**src/rtl/iq_demod.sv**
```systemverilog
module iq_demod #(
  parameter int PW   = 32,
  parameter int AW   = 10,
  parameter int SW   = 16,
  parameter int TW   = 16,
  parameter int ACCW = 48,
  parameter int NW   = 16
) (
  input  logic                   clk,
  input  logic                   rst_n,
  input  logic [PW-1:0]          phase_i,
  input  logic signed [SW-1:0]   samp_i,
  input  logic                   start_i,
  input  logic [NW-1:0]          periods_i,
  output logic signed [ACCW-1:0] i_o,
  output logic signed [ACCW-1:0] q_o,
  output logic [SW-1:0]          peak_o,
  output logic                   done_o,
  output logic                   busy_o
);
  localparam int QB  = AW - 2;
  localparam int QN  = 2 ** QB;
  localparam int SH  = 2 * AW - 2;
  localparam longint AMP = 2 ** (TW - 1) - 1;

  function automatic logic signed [TW-1:0] qval(input int k);
    longint u, v;
    u = longint'(2 * k + 1);
    v = (AMP * u * (4 * longint'(QN) - u)) >> SH;
    return TW'(v);
  endfunction

  function automatic logic [QB-1:0] qidx(input logic [AW-1:0] a);
    return a[AW-2] ? ~a[QB-1:0] : a[QB-1:0];
  endfunction

  logic signed [TW-1:0] qtab [QN];
  for (genvar g = 0; g < QN; g++) begin : g_tab
    assign qtab[g] = qval(g);
  end

  logic [AW-1:0] sa, ca;
  logic signed [TW-1:0] sin_m, cos_m, sin_v, cos_v;
  logic signed [SW+TW-1:0] p_i, p_q;
  logic [SW-1:0] mag;

  assign sa    = phase_i[PW-1 -: AW];
  assign ca    = sa + AW'(QN);
  assign sin_m = qtab[qidx(sa)];
  assign cos_m = qtab[qidx(ca)];
  assign sin_v = sa[AW-1] ? -sin_m : sin_m;
  assign cos_v = ca[AW-1] ? -cos_m : cos_m;
  assign p_i   = samp_i * cos_v;
  assign p_q   = samp_i * sin_v;
  assign mag   = samp_i[SW-1] ? SW'(-samp_i) : SW'(samp_i);

  logic [PW-1:0] ph_q;
  logic busy, pend;
  logic [NW-1:0] cnt;
  logic signed [ACCW-1:0] acc_i, acc_q;
  logic [SW-1:0] pk;
  logic wrap, ending, open_w;

  assign wrap   = phase_i < ph_q;
  assign ending = busy && wrap && (cnt == NW'(1));
  assign open_w = wrap && (pend || start_i) && (!busy || ending);
  assign busy_o = busy;

  always_ff @(posedge clk) begin
    if (!rst_n) begin
      ph_q   <= '0;
      busy   <= 1'b0;
      pend   <= 1'b0;
      cnt    <= '0;
      acc_i  <= '0;
      acc_q  <= '0;
      pk     <= '0;
      i_o    <= '0;
      q_o    <= '0;
      peak_o <= '0;
      done_o <= 1'b0;
    end else begin
      ph_q   <= phase_i;
      done_o <= ending;
      pend   <= (pend || start_i) && !open_w;
      if (ending) begin
        i_o    <= acc_i;
        q_o    <= acc_q;
        peak_o <= pk;
      end
      if (open_w) begin
        busy  <= 1'b1;
        cnt   <= (periods_i == '0) ? NW'(1) : periods_i;
        acc_i <= ACCW'(p_i);
        acc_q <= ACCW'(p_q);
        pk    <= mag;
      end else if (ending) begin
        busy <= 1'b0;
      end else if (busy) begin
        if (wrap) cnt <= cnt - NW'(1);
        acc_i <= acc_i + ACCW'(p_i);
        acc_q <= acc_q + ACCW'(p_q);
        if (mag > pk) pk <= mag;
      end
    end
  end
endmodule

```
**config.mk**
```make
export PLATFORM = sky130hd
export DESIGN_NAME = iq_demod
export DESIGN_NICKNAME = d
export VERILOG_FILES = /design/src/rtl/iq_demod.sv
export SDC_FILE = /design/constraint.sdc
export NUM_CORES = 2
export LEC_CHECK = 0
export ABC_AREA = 0
export BUFFER_PORTS_ARGS = -buffer_cell sky130_fd_sc_hd__buf_2
export CELL_PAD_IN_SITES_DETAIL_PLACEMENT = 1
export CELL_PAD_IN_SITES_GLOBAL_PLACEMENT = 2
export CORE_ASPECT_RATIO = 0.9
export CORE_MARGIN = 1.5
export CORE_UTILIZATION = 27
export DETAILED_ROUTE_END_ITERATION = 8
export PLACE_DENSITY = 0.7
export SLEW_MARGIN = 10
export SYNTH_ARGS = -nofsm -noshare
export SYNTH_HDL_FRONTEND = slang
export SYNTH_SLANG_ARGS = --single-unit
```
**constraint.sdc**
```tcl
create_clock -name clk -period 28.1 [get_ports clk]
set_input_delay 4.215 -clock clk [delete_from_list [all_inputs] [get_ports clk]]
set_output_delay 4.215 -clock clk [all_outputs]
set_load 0.02 [all_outputs]
```
-- Word level (Yosys, flattened, before mapping)
Memories as Yosys holds them, arrays and structs flattened.
Index checks and enable logic that the tools add are counted.
- register bits: 275
- bits in read-only memories: 8192
- bits of input ports: 67
- output and inout port bits: 114
- logic and storage cells: 75
- memories kept: 2
- $add $sub $neg: 7
- multipliers: 2
- magnitude comparators: 4
- equal/unequal tests: 2
- multiplexer cells: 26
- bitwise operators: 4
- reductions and logical operators: 17
- memories (memory ; words ; bits a word ; rd ports ; clocked after Yosys merged registers in ; wr ports ; line ; text):
    (no name shown) ; 256 ; 16 ; 1 ; 0 ; 0 ; 50 ; assign cos_m = qtab[qidx(ca)];
    (no name shown) ; 256 ; 16 ; 1 ; 0 ; 0 ; 49 ; assign sin_m = qtab[qidx(sa)];
- operator list (operator ; number):
    $mux 48 ; 6
    $mux 16 ; 16
    $add 48x32->48 ; 2
    $mul 16x16->32 ; 2
    $neg 16->16 ; 3
    $lt 32x32->1 ; 1
    $ge 9x9->1 const B ; 2
    $not 8->9 ; 2
    $eq 16x1->1 const B ; 1
    $gt 16x16->1 ; 1
    $logic_not 16->1 ; 1
    $mux 8 ; 2
    $not 8->8 ; 2
    $sub 16x1->16 const B ; 1
    $add 10x9->10 const B ; 1
    $reduce_bool 2->1 ; 4
    $reduce_and 3->1 ; 2
    $logic_and 1x1->1 ; 5
    $logic_not 1->1 ; 2
    $logic_or 1x1->1 ; 2
    $mux 1 ; 2
    $ne 2x1->1 const B ; 1
    $reduce_and 2->1 ; 1

-- Depth between registers and ports, before layout
- depth in word-level cells: 14
- gate-level depth with buffers: 63
- gate-level depth less buffers: 52

-- Worst setup path before layout
Ideal clock, no wire load.
- path kind: input to register
- from: in phase_i[30]
- to: reg acc_q[44]
- library setup time: 0.086 ns
- data arrival time: 16.618 ns
- required time: 28.014 ns
- slack: 11.396 ns
- stages on the path: 58
- buffers on the path: 13
- path through: buf_6 -> buf_6 -> buf_6 -> buf_6 -> buf_4 -> buf_4 -> buf_2 -> buf_2 -> buf_2 -> xor2_1 -> ha_1 -> clkbuf_1 -> inv_1 -> clkbuf_1 -> a31oi_1 -> a31o_2 -> o21ai_0 -> a21oi_1 -> [22 not listed] -> a31oi_1 -> nand2_1 -> a21oi_1 -> o21ai_0 -> o21ai_0 -> a21oi_1 -> xnor2_1 -> ha_1 -> nand4_1 -> inv_1 -> a221o_1 -> a221oi_1 -> nand2_1 -> a2111oi_0 -> or3_1 -> and3_1 -> nor3_1 -> a211oi_1
- cells in the longest elaborated chain, start to end: 12
- elaborated cells on any way between the ends: 21
- classes of those cells: 2 x add/sub; 1 x mul; 1 x order compare; 1 x eq/ne; 7 x mux; 1 x bitwise; 7 x reduce/logical; 1 x memory
- ends and longest elaborated chain (element ; line ; text):
    from (decl) ; 11 ; input logic [PW-1:0] phase_i,
    $mux 8 ; 34 ; return a[AW-2] ? ~a[QB-1:0] : a[QB-1:0];
    $not 8->9 (implied by the code) ; 49 ;
    $mem_v2 256x16 ; - ;
    $mux 16 (implied by the code) (2 in series) ; 49 ;
    $neg 16->16 ; 51 ; assign sin_v = sa[AW-1] ? -sin_m : sin_m;
    $mux 16 ; 51 ;
    $mul 16x16->32 ; 54 ; assign p_q = samp_i * sin_v;
    $add 48x32->48 ; 102 ; acc_q <= acc_q + ACCW'(p_q);
    $mux 48 ; 99 ; end else if (busy) begin
    $mux 48 ; 97 ; end else if (ending) begin
    $mux 48 ; 91 ; if (open_w) begin
    to (signal assigned) ; 95 ; acc_q <= ACCW'(p_q);
    to (signal assigned) ; 102 ;
    to (decl) ; 60 ; logic signed [ACCW-1:0] acc_i, acc_q;
Several ways; a longest one is shown, not always the timed one. The select of a mux whose other input is x is not followed.
A chain may end at the register's enable or synchronous reset.

-- Worst setup path in the final report
- from: in phase_i[23]
- to: reg acc_i[47]
- cells in the longest elaborated chain, start to end: 14
- elaborated cells on any way between the ends: 23
- classes of those cells: 3 x add/sub; 1 x mul; 1 x order compare; 1 x eq/ne; 7 x mux; 2 x bitwise; 7 x reduce/logical; 1 x memory
- ends and longest elaborated chain (element ; line ; text):
    $add 10x9->10 ; 48 ; assign ca = sa + AW'(QN);
    $not 8->8 ; 34 ;
    $mux 8 ; 34 ;
    $not 8->9 (implied by the code) ; 50 ;
    $mem_v2 256x16 ; - ;
    $mux 16 (implied by the code) (2 in series) ; 50 ;
    $neg 16->16 ; 52 ; assign cos_v = ca[AW-1] ? -cos_m : cos_m;
    $mux 16 ; 52 ;
    $mul 16x16->32 ; 53 ; assign p_i = samp_i * cos_v;
    $add 48x32->48 ; 101 ; acc_i <= acc_i + ACCW'(p_i);
    $mux 48 ; 99 ;
    $mux 48 ; 97 ;
    $mux 48 ; 91 ;
    to (signal assigned) ; 94 ; acc_i <= ACCW'(p_i);
    to (signal assigned) ; 101 ;
    to (decl) ; 60 ;
Several ways; a longest one is shown, not always the timed one. The select of a mux whose other input is x is not followed.

==> summary.txt <==
Logic synthesis
  – Mapped Area: 45,600 µm²
  – Syn avg cell area: 7.99 µm²
  – Syn Inst Count: 5,707
  – Asr flop ratio synth: 0%
  – Yosys top cell by area: fa_1
  – Most frequent cell after synthesis: inv_1
  – Unique cell type count in the Yosys netlist: 109
  – Synthesis Warnings: 0
  – Mapped Nets: 6,648
  – Ys flop type: dfxtp_1
  – Synth top area share: 23.2%
  – Commonest cells in the synthesized netlist: inv_1 (691), nand2_1 (661), fa_1 (528)
  – Largest cells by area after synthesis: fa_1 (23%), dfxtp_1 (12%), ha_1 (9.5%), inv_1 (5.7%), nand2_1 (5.4%)
  – Register area share after synthesis: 12.1%
  – Post-synth EDFFs: 0
  – Synthesized flop and latch total: 275

Clocking
  – Post-CTS Setup Inserts: 0
  – H-tree depth: 2
  – Clock Path Buffers: 3
  – CTS tree: done
  – Num CTS Buffers: 34
  – Insertion delay to the later sink of the worst-skew pair: 560 ps
  – Clock slew at reported path FFs: 60 ps
  – Clk sinks: 275
  – PostCTS Resize Cnt: 0
  – Root buffer cell: clkbuf_16
  – Hold Buf Count CTS: 0

Global route
  – Global route overflow: 0
  – Antenna violations before repair: 9
  – Largest net degree at the start of global routing: 108
  – Vias in the first global route: 45,200
  – First-pass GRT wire length: 287,000 µm
  – GR Util All Layers: 21.5%

Drt
  – Routed Antenna Nets: 0
  – Vias per inst: 5.34
  – Number of remaining DRC errors: 6
  – Routed WL: 185,000 µm
  – Initial DRC count: 3,429
  – Drt first pass iters: 9
  – Avg WL per Cell: 23.3 µm
  – DR vias: 42,400

Worst setup path
  – CP startpoint: phase_i[23]
  – WP buf/inv: 6
  – Critical Path AT: 18,450 ps
  – CP required: 28,560 ps
  – Worst Path Max Fanout: 39
  – R2R cell count: 13
  – Worst Setup Path Type: input pin to flop
  – Critical path endpoint category: flop
  – Slowest Stage Delay on Critical Path: 950 ps
  – CP most frequent cell: fa_1
  – Reg2reg start: ph_q[2]$_SDFF_PN0_
  – Worst setup path end: acc_i[47]$_SDFFE_PN0P_
  – Family with the most delay on the worst path: compound AO/OA/AOI/OAI gates
  – Worst r2r dst: acc_q[37]$_SDFFE_PN0P_
  – WP depth: 43
  – R2R Setup Slk: 23,230 ps
  – Startpoint Class: input pin
  – Slowest-stage cell, CP: a222oi_1

Place
  – GP Congestion: 1.03
  – IO Port Bufs: 180
  – Post-detail-place hpwl: 138,000 µm

Status
  – Status: finished, violations left
  – Violated checks: design-rule violations

Floorplanning
  – Die Span X: 436 µm
  – Starting density of the core: 27.3%
  – Num ports: 181
  – Area of the core: 167,000 µm²
  – Die area: 171,000 µm²
  – Die outline height: 393 µm
  – Row cnt: 142

Timing
  – Slew HR: 11.3%
  – Final setup fails: 0
  – Final hold viol count: 0
  – Final worst-path cycle share: 64.0%
  – Final Max Slew Viols: 0
  – Unrepaired setup endpoints after global routing: false
  – Setup tns final: 0 ps
  – Fin crit period: 17,990 ps
  – Fmax: 0.0556 GHz
  – Clk_skew: 36.0 ps
  – Tightest Pin Transition: 1330 ps

Finish
  – Nets: 6,613
  – Layout cells sized above 1: 8.06%
  – Area Growth Syn to Fin: 9.29%
  – Post-layout util: 29.8%
  – Filler instances: 20,100

Flow run
  – Max Cap Violations: 0

Worst hold path
  – Worst min-delay path class: flop to flop
[worst reg2reg max path: stages, from the launching register on]
cell      delay (ps)
dfxtp_1          300
inv_1             40
ha_1             280
nand2_1           60
o21ai_0          160
a41oi_1          190
o41ai_1          590
nand3_1          500
nand2_1          490
o21a_2           550
buf_4            530
a21o_1           410
o21ai_0          370
a211oi_1         320
[cells by family (layout without fill, tap and decap cells)]
kind of cell / Yosys count / in the layout / synth area share (%)
xor+xnor: 224 / 224 / 4.37
fa+ha+maj: 874 / 874 / 32.7
mux: 44 / 44 / 1.13
other cells: 0 / 6 / 0
simple gates: 1803 / 1803 / 19.4
buf+inv: 1074 / 1061 / 9.58
flops: 275 / 275 / 12.1
compound gates: 1413 / 1413 / 20.7
[registers in the layout, indices dropped and copies added (netlist names), 16 cells and up]
name    count
i_o        48
q_o        48
acc_i      48
pk         16
ph_q       32
acc_q      48
cnt        16
peak_o     16
[routing by layer]
layer / global-route usage (%) / up-vias / wire, µm
met5: 0 / - / 13
met4: 7.08 / 2 / 6410
met3: 3.11 / 388 / 12000
met2: 33.9 / 1504 / 81200
met1: 30.1 / 21400 / 85300
li1: - / 19100 / -
[metrics by stage]
step                std cells  instance area (µm²)  worst slack, ps  hold slack [ps]
floorplan                5707                45600            11400              437
global placement         7868                48700            10070              452
detailed placement       7868                48700             9750              459
CTS                      7926                49800            10280              467
global route             7926                49800             9420              483
finish                   7932                49800            10110              460
[worst min path at each step]
stage / cells after the start / start / slack, ps / endpoint
2_1_floorplan: 2 / cnt[10]$_SDFFE_PN0P_ / 440 / cnt[10]$_SDFFE_PN0P_
3_3_place_gp: 2 / q_o[15]$_SDFFE_PN0P_ / 450 / q_o[15]$_SDFFE_PN0P_
3_5_place_dp: 2 / q_o[5]$_SDFFE_PN0P_ / 460 / q_o[5]$_SDFFE_PN0P_
4_1_cts: 2 / q_o[5]$_SDFFE_PN0P_ / 470 / q_o[5]$_SDFFE_PN0P_
5_1_grt: 2 / q_o[11]$_SDFFE_PN0P_ / 480 / q_o[11]$_SDFFE_PN0P_
6_report: 2 / q_o[5]$_SDFFE_PN0P_ / 460 / q_o[5]$_SDFFE_PN0P_
[area by class of cell]
class / instances / area, µm² / share of cell area [%]
well taps: 2232 / 2790 / 5.60
multi-input cells: 4358 / 35900 / 72.0
diodes: 6 / 15.0 / 0.0301
flip-flops and latches: 275 / 5510 / 11.0
clock inverters: 15 / 229 / 0.459
clock buffers: 43 / 915 / 1.84
inverters: 698 / 2620 / 5.26
repair buffers: 305 / 1860 / 3.73
[placed cells by master (no fill, tap or decap), types with 40 or more instances in the layout]
cell and count:
o22ai_1 52, nand2_1 661, xor2_1 73, a21o_1 91, nand3_1 69, nor2_1 286, buf_2 176, nand2b_1 70
buf_4 127, fa_1 528, o21ai_0 274, o211ai_1 40, inv_1 691, ha_1 346, and2_1 279, a31oi_1 57
a21boi_0 129, nor2b_1 150, a21oi_1 310, xnor2_1 138, nor3_1 91, dfxtp_1 275, a211oi_1 70, a22oi_1 40
Power is not shown: default switching activity piles up to over one toggle a cycle in this logic, so the estimate is an artifact.
